`src/rtl/clkdiv_pkg.sv`:
```
package clkdiv_pkg;

    typedef enum logic [1:0] {
        DIV_BYPASS = 2'd0,
        DIV_PLUS1  = 2'd1,
        DIV_TWICE  = 2'd2,
        DIV_POW2   = 2'd3
    } div_kind_e;

    // Largest usable shift for power-of-two decoding
    function automatic int eff_shift(int field_w, int max_shift);
        int field_max;
        field_max = (1 << field_w) - 1;
        return (max_shift < field_max) ? max_shift : field_max;
    endfunction

    // Width of the stored terminal value (ratio minus one)
    function automatic int term_width(div_kind_e kind, int field_w, int max_shift);
        case (kind)
            DIV_BYPASS: return 1;
            DIV_PLUS1:  return field_w;
            DIV_TWICE:  return field_w + 1;
            default:    return eff_shift(field_w, max_shift) + 1;
        endcase
    endfunction

endpackage

```
`src/rtl/clkdiv_decode.sv`:
```
module clkdiv_decode #(
    parameter clkdiv_pkg::div_kind_e DIV_KIND = clkdiv_pkg::DIV_TWICE,
    parameter int FIELD_W   = 8,
    parameter int MAX_SHIFT = 15,
    parameter int TERM_W    = 9
) (
    input  logic [FIELD_W-1:0] field_i,
    output logic [TERM_W-1:0]  term_o
);
    generate
        if (DIV_KIND == clkdiv_pkg::DIV_BYPASS) begin : g_bypass
            logic unused_field;
            assign unused_field = ^field_i;
            assign term_o = '0;
        end else if (DIV_KIND == clkdiv_pkg::DIV_PLUS1) begin : g_plus1
            assign term_o = TERM_W'(field_i);
        end else if (DIV_KIND == clkdiv_pkg::DIV_TWICE) begin : g_twice
            assign term_o = TERM_W'({field_i, 1'b1});
        end else begin : g_pow2
            localparam int SH_W = $clog2(MAX_SHIFT + 2);
            logic [SH_W-1:0]  shift;
            logic [TERM_W:0]  weight;
            always_comb begin
                if (field_i > FIELD_W'(MAX_SHIFT)) begin
                    shift = SH_W'(MAX_SHIFT);
                end else begin
                    shift = SH_W'(field_i);
                end
                weight = (TERM_W + 1)'(1) << (shift + 1'b1);
                term_o = TERM_W'(weight - 1'b1);
            end
        end
    endgenerate
endmodule

```
`src/rtl/clkdiv_srcsel.sv`:
```
module clkdiv_srcsel (
    input  logic clk,
    input  logic rst_ni,
    input  logic src_sel_i,
    input  logic slow_i,
    input  logic fast_i,
    output logic tick_o,
    output logic restart_o
);
    typedef struct packed {
        logic sel;
    } sel_state_t;

    sel_state_t sel_d, sel_q;

    always_comb begin
        sel_d     = sel_q;
        sel_d.sel = src_sel_i;
        tick_o    = src_sel_i ? fast_i : slow_i;
        restart_o = (src_sel_i != sel_q.sel);
    end

    always_ff @(posedge clk or negedge rst_ni) begin
        if (!rst_ni) begin
            sel_q <= '0;
        end else begin
            sel_q <= sel_d;
        end
    end
endmodule

```
`src/rtl/clkdiv_count.sv`:
```
module clkdiv_count #(
    parameter int TERM_W = 9
) (
    input  logic              clk,
    input  logic              rst_ni,
    input  logic              gate_i,
    input  logic              tick_i,
    input  logic              restart_i,
    input  logic [TERM_W-1:0] dec_term_i,
    output logic              en_o,
    output logic              ack_o,
    output logic [TERM_W-1:0] term_o
);
    typedef struct packed {
        logic [TERM_W-1:0] cnt;
        logic [TERM_W-1:0] term;
        logic              en;
        logic              ack;
    } cnt_state_t;

    cnt_state_t st_d, st_q;

    always_comb begin
        st_d     = st_q;
        st_d.en  = 1'b0;
        st_d.ack = 1'b0;
        if (!gate_i) begin
            st_d.cnt  = '0;
            st_d.term = dec_term_i;
        end else if (restart_i) begin
            st_d.cnt = '0;
        end else if (tick_i) begin
            if (st_q.cnt == st_q.term) begin
                st_d.en   = 1'b1;
                st_d.cnt  = '0;
                st_d.ack  = (dec_term_i != st_q.term);
                st_d.term = dec_term_i;
            end else begin
                st_d.cnt = st_q.cnt + 1'b1;
            end
        end
    end

    always_ff @(posedge clk or negedge rst_ni) begin
        if (!rst_ni) begin
            st_q <= '0;
        end else begin
            st_q <= st_d;
        end
    end

    assign en_o   = st_q.en;
    assign ack_o  = st_q.ack;
    assign term_o = st_q.term;
endmodule

```
`src/rtl/clkdiv_gated.sv`:
```
module clkdiv_gated #(
    parameter clkdiv_pkg::div_kind_e DIV_KIND = clkdiv_pkg::DIV_TWICE,
    parameter int FIELD_W        = 8,
    parameter int POW2_MAX_SHIFT = 15
) (
    input  logic               clk,
    input  logic               rst_ni,
    input  logic               gate_en,
    input  logic               src_sel,
    input  logic               slow_tick,
    input  logic               fast_tick,
    input  logic [FIELD_W-1:0] div_val,
    output logic               clk_en_o,
    output logic               rate_ack_o
);
    localparam int SHIFT_LIM = clkdiv_pkg::eff_shift(FIELD_W, POW2_MAX_SHIFT);
    localparam int TERM_W    = clkdiv_pkg::term_width(DIV_KIND, FIELD_W, POW2_MAX_SHIFT);

    logic              sel_tick;
    logic              sel_restart;
    logic [TERM_W-1:0] dec_term;
    logic [TERM_W-1:0] active_term;

    clkdiv_srcsel u_src (
        .clk       (clk),
        .rst_ni    (rst_ni),
        .src_sel_i (src_sel),
        .slow_i    (slow_tick),
        .fast_i    (fast_tick),
        .tick_o    (sel_tick),
        .restart_o (sel_restart)
    );

    clkdiv_decode #(
        .DIV_KIND  (DIV_KIND),
        .FIELD_W   (FIELD_W),
        .MAX_SHIFT (SHIFT_LIM),
        .TERM_W    (TERM_W)
    ) u_dec (
        .field_i (div_val),
        .term_o  (dec_term)
    );

    clkdiv_count #(
        .TERM_W (TERM_W)
    ) u_cnt (
        .clk        (clk),
        .rst_ni     (rst_ni),
        .gate_i     (gate_en),
        .tick_i     (sel_tick),
        .restart_i  (sel_restart),
        .dec_term_i (dec_term),
        .en_o       (clk_en_o),
        .ack_o      (rate_ack_o),
        .term_o     (active_term)
    );
endmodule

```
`config.mk`:
```
export PLATFORM = sky130hd
export DESIGN_NAME = clkdiv_gated
export DESIGN_NICKNAME = d
export VERILOG_FILES = /design/src/rtl/clkdiv_pkg.sv /design/src/rtl/clkdiv_decode.sv /design/src/rtl/clkdiv_srcsel.sv /design/src/rtl/clkdiv_count.sv /design/src/rtl/clkdiv_gated.sv
export SDC_FILE = /design/constraint.sdc
export NUM_CORES = 1
export LEC_CHECK = 0
export BUFFER_PORTS_ARGS = -buffer_cell sky130_fd_sc_hd__buf_2
export CAP_MARGIN = 25
export CELL_PAD_IN_SITES_DETAIL_PLACEMENT = 0
export CELL_PAD_IN_SITES_GLOBAL_PLACEMENT = 1
export CORE_MARGIN = 2
export CORE_UTILIZATION = 44
export DETAILED_ROUTE_END_ITERATION = 8
export PLACE_DENSITY = 0.79
export SLEW_MARGIN = 20
export SYNTH_ARGS = -nofsm -noshare
export SYNTH_HDL_FRONTEND = slang
export SYNTH_SLANG_ARGS = --single-unit
```
`constraint.sdc`:
```
create_clock -name clk -period 2 [get_ports clk]
set_input_delay 0.2 -clock clk [delete_from_list [all_inputs] [get_ports clk]]
set_output_delay 0.2 -clock clk [all_outputs]
set_load 0.01 [all_outputs]
```
After elaboration in Yosys (flattened, before gate mapping)
Index checks and enable logic that the tools add are counted.
- reductions and logical operators: 1
- add/subtract/negate cells: 1
- equal/unequal tests: 7
- muxes and demuxes: 8
- operators with widths (kind ; number):
    2-to-1 mux 11 bit ; 2
    2-to-1 mux 20 bit ; 1
    2-to-1 mux 18 bit ; 1
    2-to-1 mux 9 bit ; 2
    adder 9 x 1 -> 9 bit (second input constant) ; 1
    equality test 9 bit ; 1
    != test 9 bit ; 1
    != test 2 x 1 -> 1 bit (second input constant) ; 2
    != test 3 x 1 -> 1 bit (second input constant) ; 1
    AND reduction 3 bit ; 1
    2-to-1 mux 2 bit ; 1
    != test 2 bit (second input constant) ; 1
    2-to-1 mux 1 bit ; 1
    != test 1 bit ; 1
- output and inout port bits: 2
- register bits: 21
- logic and storage cells: 22
- bits of input ports: 14

Longest topological paths before layout
- word-level depth: 5
- gate-level depth with buffers: 6
- mapped depth without buffers: 6

Modules after synthesis
From an unflattened synthesis, not the netlist that was laid out.
- cells, all modules: 123
- area, all modules: 1270.0 µm²
- modules (own cells, without submodules) (module ; instances ; cells each ; area each (µm²) ; sequential area each (µm²)):
    clkdiv_count ; 1 ; 110 ; 1149.9 ; 500.5
    clkdiv_decode ; 1 ; 10 ; 71.3 ; 0.0
    clkdiv_srcsel ; 1 ; 3 ; 48.8 ; 25.0

Worst setup path after synthesis
Ideal clock, no wire load.
- kind: register to register
- from: register u_cnt.st_q, in the netlist u_cnt.term_o[8]
- to: register u_cnt.st_q, in the netlist u_cnt.term_o[1]
- data arrival time: 1.736 ns
- setup time: 0.125 ns
- stages on the path, launching flop included: 6
- buffers on the path: 0
- required time: 1.875 ns
- setup slack: 0.139 ns
- period minus slack after synthesis: 1.861 ns
- cell sequence: dfrtp_1 xor2_1 nor4_4 nand3_2 o21ai_4 mux2_4
- longest elaborated chain between the ends: 3
- RTL lines (what ; RTL line ; text):
    from (decl) ; clkdiv_count.sv:21 ; cnt_state_t st_d, st_q;
    from (signal assigned) ; clkdiv_count.sv:48 ; st_q <= st_d;
    equality test 9 bit ; clkdiv_count.sv:33 ; if (st_q.cnt == st_q.term) begin
    != test 2 x 1 -> 1 bit (no line) ; - ;
    AND reduction 3 bit (no line) ; - ;
Every way passes these cells.
A chain may end at the register's enable or synchronous reset.

Final worst setup path
- from: register u_cnt.st_q, in the netlist u_cnt.term_o[2]
- to: register u_cnt.st_q, in the netlist u_cnt.term_o[1]
Same word-level chain as after synthesis.

==> summary.txt <==
Adder-Cell Fraction of Synth Area: 1.073%
CTS H-tree depth: 1
synth unique cells: 31
Syn. warnings: 0
Post-Synth XOR/XNOR Area: 15.02%
drt first-iter violations: 14
CP max stage delay: 0.43 ns
Die H: 55.48 um
core region area: 2500 um2
post-route setup TNS: 0 ns
crit-path max FO: 9
combinational family with the most area after synthesis: simple AND/OR/NAND/NOR gates
Non-Filler Instances: 158
clock buffer depth: 2
Fin Hold WS: 0.04488 ns
Buf+Inv Stages, Crit Path: 1
Critical Path AT: 2.12 ns
Synth Flop Type: dfrtp_1
diode count: 0
vias in the first global route: 912
Crit. End Element: flip-flop
sequential fraction of the synthesis area: 45.06%
DRC viols: 0
CTS root buf: clkbuf_4
Vias: 846
most common cell in the synthesized netlist: dfrtp_1
largest net degree at the start of global routing: 22
Yosys top cell area share: 45.06%
family with the most delay on the worst path: simple AND/OR/NAND/NOR gates
share of layout cells above drive strength 1: 28.91%
Clock Pin Slew Worst Setup and Hold Paths: 0.13 ns
Post-synth top cells: dfrtp_1, xor2_1, nand2_1
Synth area leaders: dfrtp_1, mux2_4, xor2_1
Total Routing Usage GR: 16.73%
DR WL/cell: 14.74 um
Routability Congestion: 0.7544
WL final: 2329 um
Post-Synth Simple-Gate Area: 16.52%
Final setup violation count: 0
Mapped Nets: 120
area leader, netlist: dfrtp_1
internal power: 591.3 uW
Buffers on Ports: 15
Comb pwr share: 17.3%
Setup Skew: 0.01518 ns
starting density of the core: 46.65%
clock latency on the worst-skew pair: 0.30 ns
cell area power density: 596.8 nW/um2
initial antenna violation count: 0
synthesized instance count: 105
fmax: 0.5217 GHz
Netlist Area Pre-Place: 1166 um2
Peak supply drop: 0.3364 mV
post-place setup slack: 0.08868 ns
nets@finish: 144
CTS tree: built
WS Path Type: reg2reg
Slew Viols, Final: 0
number of CTS-inserted buffers: 3
switching power: 217.4 uW
complex-gate fraction of the synthesized area: 11.05%
row count: 18
Sw Ratio: 26.88%
slew margin rel.: 60.33%
global-route wire length before repair: 4146 um
Die Wd: 55.48 um
clock power share: 25.0%
Vias/cell: 5.354
RSZ-0062 raised after global routing: false
slowest stage cell, crit path: dfrtp_1
Worst Hold Class: in2reg
EDFF count, synth: 0
Avg Cell Area, Syn: 11.11 um2
Post-synth ARST share: 100.0%
Ports: 16
area delta synth->final: 16.20%
status: finished, final reports clean
1st-pass router iterations: 3
Worst Path Required: 2.20 ns
P_leak: 0.5988 nW
antenna-violating nets left: 0
sequential share of power: 57.7%
post-synthesis mux area share: 10.30%
Startpoint Class: flip-flop
hpwl dp: 1719 um
min cycle time layout: 1.917 ns
# Max-Cap Violations: 0
CTS Sinks: 21
Tightest Pin Transition: 0.5923 ns
Die Area: 3078 um2
crit-path cells: xor2_1 > nor4_4 > nand3_2 > o21ai_4 > buf_12 > mux2_4
Cell Count Post-Placement: 152
ratio of final minimum period to clock period: 95.84%
Worst Slack Setup Final: 0.08313 ns
GRT overflow: 0
Yosys reg bits: 21
Hold Vio Cnt, Final: 0
cell usage in the layout (no fill, tap or decap), types with 2 or more instances in the layout:
cell,count
a21oi_1,2
a311oi_1,2
and3_1,3
buf_2,15
buf_4,3
clkbuf_4,3
dfrtp_1,21
inv_1,2
mux2_4,8
nand2_1,9
nand3_1,6
nor2_1,5
o21ai_0,8
xnor2_1,7
xor2_1,13
path summary, 6_finish.rpt:
check                                startpoint               to  slack (ns)  cells after the start
worst max-delay path            u_cnt.term_o[2]  u_cnt.term_o[1]        0.08                      6
worst min-delay path                    src_sel      u_src.sel_q        0.04                      1
max in group asynchronous                rst_ni   u_cnt.st_q[16]        1.29                      2
min in group asynchronous                rst_ni  u_cnt.term_o[2]        0.37                      2
worst max register to register  u_cnt.term_o[2]  u_cnt.term_o[1]        0.08                      6
worst min register to register  u_cnt.term_o[0]      u_cnt.ack_o        0.55                      1
logic make-up (layout without fill, tap and decap cells):
kind of cell,Yosys count,after routing
xor gates and xnor gates,20,20
adders and majority gates,1,1
DFF,21,21
muxes,8,8
and+or+nand+nor,33,33
buffers and inverters,3,26
AOI/OAI and AO/OA,19,19
per-layer routing:
layer / global-route usage, % / wire [um]
met5: 0 / 0
met3: 2.576 / 63
met1: 21.86 / 1085
met2: 28.57 / 1169
met4: 4.878 / 10
sequential cells by signal, indices dropped and copies added, names as in the netlist:
signal	flops
u_cnt.st_q	9
u_cnt.term_o	9
u_cnt.ack_o	1
u_cnt.en_o	1
u_src.sel_q	1
through the flow:
stage	cell area, um2	power, mW	utilization [%]
after floorplan	1166	0.5607	-
after global placement	1310	0.6051	52.40
after detailed placement	1310	0.6105	52.40
after CTS	1348	0.8187	53.90
after global routing	1355	0.8613	54.20
final	1355	0.8087	54.20
power groups by stage:
| stage | Combinational (mW) | Sequential [mW] | Clock (mW) |
|---|---|---|---|
| after floorplan | 0.0911 | 0.470 | 0 |
| after global placement | 0.130 | 0.475 | 0 |
| after detailed placement | 0.135 | 0.476 | 0 |
| after CTS | 0.138 | 0.468 | 0.213 |
| after global routing | 0.154 | 0.471 | 0.237 |
| final | 0.140 | 0.467 | 0.202 |
layout make-up:
class / instances / area, um2
Inverter: 2 / 7.507
Timing Repair Buffer: 20 / 127.6
Fill cell: 232 / 1145
Sequential cell: 21 / 525.5
Multi-Input combinational cell: 81 / 629.4
Clock buffer: 3 / 22.52
Tap cell: 30 / 37.54
Clock inverter: 1 / 5.005
repair_timing:
item                                    4_1_cts  5_1_grt
buffers inserted                              0        1
hold buffers                                  1        0
endpoints found under the hold margin        21        0
resized for setup                             0        0
endpoints found under the setup margin        0        6
Note: power is estimated with default switching activity, not from simulation.
